===== src/rtl/hazard_pkg.sv =====
`timescale 1ns/1ps
package hazard_pkg;

   typedef struct packed {
      logic raw;
      logic war;
      logic waw;
   } hz_flags_t;

   function automatic logic hz_any(input hz_flags_t f);
      return f.raw | f.war | f.waw;
   endfunction

endpackage


===== src/rtl/hz_set_probe.sv =====
`timescale 1ns/1ps
// Tests whether one qualified register identifier is a member of a set
// of qualified identifiers. DECODE picks the implementation variant.
module hz_set_probe #(
   parameter int REG_W  = 5,
   parameter int SET_N  = 2,
   parameter bit DECODE = 1'b0
) (
   input  logic                   key_vld,
   input  logic [REG_W-1:0]       key_id,
   input  logic [SET_N-1:0]       set_vld,
   input  logic [SET_N*REG_W-1:0] set_id,
   output logic                   hit
);

   generate
      if (DECODE == 1'b0) begin : g_cmp
         logic [SET_N-1:0] eq;
         for (genvar k = 0; k < SET_N; k++) begin : g_slot
            assign eq[k] = set_vld[k] && (set_id[k*REG_W +: REG_W] == key_id);
         end
         assign hit = key_vld && (|eq);
      end else begin : g_dec
         localparam int NREG = 1 << REG_W;
         logic [NREG-1:0] key_oh;
         logic [NREG-1:0] set_oh;
         always_comb begin
            key_oh = '0;
            set_oh = '0;
            if (key_vld) key_oh[key_id] = 1'b1;
            for (int k = 0; k < SET_N; k++) begin
               if (set_vld[k]) set_oh[set_id[k*REG_W +: REG_W]] = 1'b1;
            end
         end
         assign hit = |(key_oh & set_oh);
      end
   endgenerate

endmodule


===== src/rtl/hz_flag_stage.sv =====
`timescale 1ns/1ps
module hz_flag_stage
   import hazard_pkg::*;
(
   input  logic      clk,
   input  logic      rst,
   input  hz_flags_t d,
   output hz_flags_t q
);

   always_ff @(posedge clk) begin
      if (rst) q <= '0;
      else     q <= d;
   end

endmodule


===== src/rtl/hazard_classifier.sv =====
`timescale 1ns/1ps
module hazard_classifier
   import hazard_pkg::*;
#(
   parameter int REG_W        = 5,
   parameter int NUM_SRC      = 2,
   parameter bit MATCH_DECODE = 1'b0
) (
   input  logic                     clk,
   input  logic                     rst,
   input  logic                     i_dst_vld,
   input  logic [REG_W-1:0]         i_dst_id,
   input  logic [NUM_SRC-1:0]       i_src_vld,
   input  logic [NUM_SRC*REG_W-1:0] i_src_id,
   input  logic                     j_dst_vld,
   input  logic [REG_W-1:0]         j_dst_id,
   input  logic [NUM_SRC-1:0]       j_src_vld,
   input  logic [NUM_SRC*REG_W-1:0] j_src_id,
   output logic                     raw_o,
   output logic                     war_o,
   output logic                     waw_o,
   output logic                     any_o
);

   localparam int SRC_BUS_W = NUM_SRC * REG_W;

   generate
      if (REG_W < 1 || REG_W > 8) begin : g_bad_regw
         $error("hazard_classifier: REG_W must lie in 1..8");
      end
      if (NUM_SRC < 1 || NUM_SRC > 4) begin : g_bad_nsrc
         $error("hazard_classifier: NUM_SRC must lie in 1..4");
      end
      if (SRC_BUS_W != $bits(i_src_id)) begin : g_bad_bus
         $error("hazard_classifier: source bus width mismatch");
      end
   endgenerate

   hz_flags_t flags_d;
   hz_flags_t flags_q;

   // older write against younger reads
   hz_set_probe #(.REG_W(REG_W), .SET_N(NUM_SRC), .DECODE(MATCH_DECODE)) u_raw (
      .key_vld (i_dst_vld),
      .key_id  (i_dst_id),
      .set_vld (j_src_vld),
      .set_id  (j_src_id),
      .hit     (flags_d.raw)
   );

   // younger write against older reads
   hz_set_probe #(.REG_W(REG_W), .SET_N(NUM_SRC), .DECODE(MATCH_DECODE)) u_war (
      .key_vld (j_dst_vld),
      .key_id  (j_dst_id),
      .set_vld (i_src_vld),
      .set_id  (i_src_id),
      .hit     (flags_d.war)
   );

   // both writes
   hz_set_probe #(.REG_W(REG_W), .SET_N(1), .DECODE(MATCH_DECODE)) u_waw (
      .key_vld (i_dst_vld),
      .key_id  (i_dst_id),
      .set_vld (j_dst_vld),
      .set_id  (j_dst_id),
      .hit     (flags_d.waw)
   );

   hz_flag_stage u_stage (
      .clk (clk),
      .rst (rst),
      .d   (flags_d),
      .q   (flags_q)
   );

   assign raw_o = flags_q.raw;
   assign war_o = flags_q.war;
   assign waw_o = flags_q.waw;
   assign any_o = hz_any(flags_q);

endmodule


===== config.mk =====
export PLATFORM = sky130hd
export DESIGN_NAME = hazard_classifier
export DESIGN_NICKNAME = d
export VERILOG_FILES = /design/src/rtl/hazard_pkg.sv /design/src/rtl/hz_set_probe.sv /design/src/rtl/hz_flag_stage.sv /design/src/rtl/hazard_classifier.sv
export SDC_FILE = /design/constraint.sdc
export NUM_CORES = 1
export LEC_CHECK = 0
export ABC_AREA = 1
export ABC_CLOCK_PERIOD_IN_PS = 900
export BUFFER_PORTS_ARGS = -buffer_cell sky130_fd_sc_hd__buf_2
export CELL_PAD_IN_SITES_DETAIL_PLACEMENT = 0
export CELL_PAD_IN_SITES_GLOBAL_PLACEMENT = 1
export CORE_AREA = 2 2 53 55
export DETAILED_ROUTE_END_ITERATION = 6
export DIE_AREA = 0 0 55 57
export GPL_TIMING_DRIVEN = 0
export PLACE_DENSITY_LB_ADDON = 0.1
export SLEW_MARGIN = 5
export SYNTH_ARGS = -nofsm -noshare
export SYNTH_HDL_FRONTEND = slang
export SYNTH_SLANG_ARGS = --single-unit
export TNS_END_PERCENT = 50

===== constraint.sdc =====
create_clock -name clk -period 0.9 [get_ports clk]
set_input_delay 0.18 -clock clk [delete_from_list [all_inputs] [get_ports clk]]
set_output_delay 0.18 -clock clk [all_outputs]
set_load 0.02 [all_outputs]

==> metrics <==
status=finished, violations left; violated checks=negative setup slack; All-Layer GR Usage=0.109; critical path endpoint category=primary output; Post-synth EDFFs=0; Pre-Repair DR Iteration Count=3; initial DRC count=8; CP Launch Type=register; GP Congestion=0.701; DPL Wire Length=1.39 mm; largest cells by area after synthesis=nand2_1 40%, inv_1 13%, dfxtp_1 11%; pin count of the biggest net entering global routing=5; post-route cell area=838 sq um; DP Area=792 sq um; total CTS buffers=3; total wire length=1.55 mm; Mapped Cells=between 100 and 150; ANT cells=0; Tmin final=1.24 ns; largest registers=u_stage.q (3); largest buffer count on any clock path=2; fillcell total=311; Max Slew Vio Count=0; Final Core Density=0.321; Netlist cell types=12; RSZ-0062 raised after global routing=yes; final setup fails=1; initial cell density of the core=0.207; initial antenna violation count=0; largest area contributor in the netlist=nand2_1; most frequent cell after synthesis=nand2_1; Crit. Startpoint=u_stage.q[2]; Top FF cell, synth=dfxtp_1; P_leak=0.561 nW; power consumption=0.000656 W; endpoints failing hold=0; Routed WL per cell=7.94 um; antenna viol nets, final=0; Final WS setup=-0.335 ns; Final Cycle Share=1.37; global-route wire length before repair=2.53 mm; register bit total from synthesis=3; die area=3140 sq um; # nets final=203; Crit Path Category=register to primary output; total setup buffers inserted after CTS=0; sequential share of the synthesized area=0.111; via count=750; CP arrival=1.06 ns; gr ovfl total=0; VDD IR max=0.498 mV; Placed Instances=~190; Largest register FFs=3; H-tree depth=1; PortBufs=41; vias in the first global route=684; hold path depth=3; Max Freq=810 MHz; Rel. slew slack=0.888; CTS tree=done; synth warn=0; Top reg by flops=u_stage.q; clock-pin slew on the worst setup and hold paths=roughly 0.04 ns; Worst Hold Launch=i_dst_vld; Die H=57 um; CP max FO=2; Top-Level Pins=42; syn nets=157; WP data required=slightly above 0.7 ns; # DRC=0; die span in x=between 50 and 60 um; Max-Cap Viols=0; drt via density=about 3.8; row cnt=19; top cells by count, synth=58 x nand2_1, 19 x inv_1, 14 x nor2_1, 8 x inv_2, 6 x nand3_1; worst slew pin tran=0.166 ns; synthesized area=541 sq um; hold crit path type=primary input to register; pwr/cell area=782 nW/um^2; async set-reset flop share out of synthesis=0; fin cells=195; core area=around 2600 sq um; clk sinks=3; layout cells sized above 1=0.354; area grow syn2layout=55.1%; CTS root buf=clkbuf_4; Synth top area share=0.403; Synth Area per Inst=roughly 4.5 sq um
worst max-delay path, stage by stage, from the launching register on:
cell,delay (ns)
dfxtp_2,0.31
or3_4,0.37
buf_6,0.14
through the flow:
stage	setup TNS, ns	worst slack, ns	hold WS, ns
CTS	-0.348	-0.348	0.184
floorplan	-0.0385	-0.0385	0.309
global placement	-0.0970	-0.0931	0.439
detailed placement	-0.0983	-0.0942	0.441
global route	-0.393	-0.373	0.182
finish	-0.335	-0.335	0.191
worst paths after layout:
path	endpoint
worst min-delay path	u_stage.q[2]
worst max-delay path	any_o
power by group:
group	total, W	switching (W)	internal [W]
Clock	0.000249	0.0000817	0.000167
Combinational	0.000271	0.000144	0.000127
Sequential	0.000136	0.000000801	0.000135
Total	0.000656	0.000226	0.000429
cell type report:
| cell class | instances | area (sq um) | share of cell area |
|---|---|---|---|
| well taps | 31 | 38.8 | 0.0463 |
| clock buffers | 4 | 26.3 | 0.0313 |
| repair buffers | 41 | 224 | 0.267 |
| flip-flops and latches | 3 | 63.8 | 0.0761 |
| multi-input cells | 89 | 384 | 0.458 |
| inverters | 27 | 101 | 0.121 |
cell usage in the layout, fill, tap and decap left out:
master,count
or3_4,1
xnor2_1,2
nor2_1,14
dfxtp_2,3
inv_1,19
buf_2,38
nor3_1,1
clkbuf_4,3
xor2_1,2
nand3_1,6
inv_2,8
a21oi_1,3
a21oi_2,2
nand2_1,58
clkbuf_1,1
buf_6,3
logic make-up after synthesis:
family	synth area share
buffers and inverters	0.188
AND/OR/NAND/NOR	0.576
AO/OA/AOI/OAI	0.0602
flip-flops	0.111
XOR/XNOR	0.0648
metal layers:
| layer | routed length [um] | track usage | part of all wire |
|---|---|---|---|
| met5 | 0 | 0 | 0 |
| met2 | 676 | 0.185 | 0.44 |
| met3 | 135 | 0.0314 | 0.087 |
| met1 | 728 | 0.130 | 0.47 |
| met4 | 8 | 0.0314 | 0.0052 |
what timing repair did:
action                                  in CTS  in global routing
resized for setup                            4                  3
endpoints found under the setup margin       3                  4
hold buffers                                 0                  0
(Power assumes the default switching activity.)
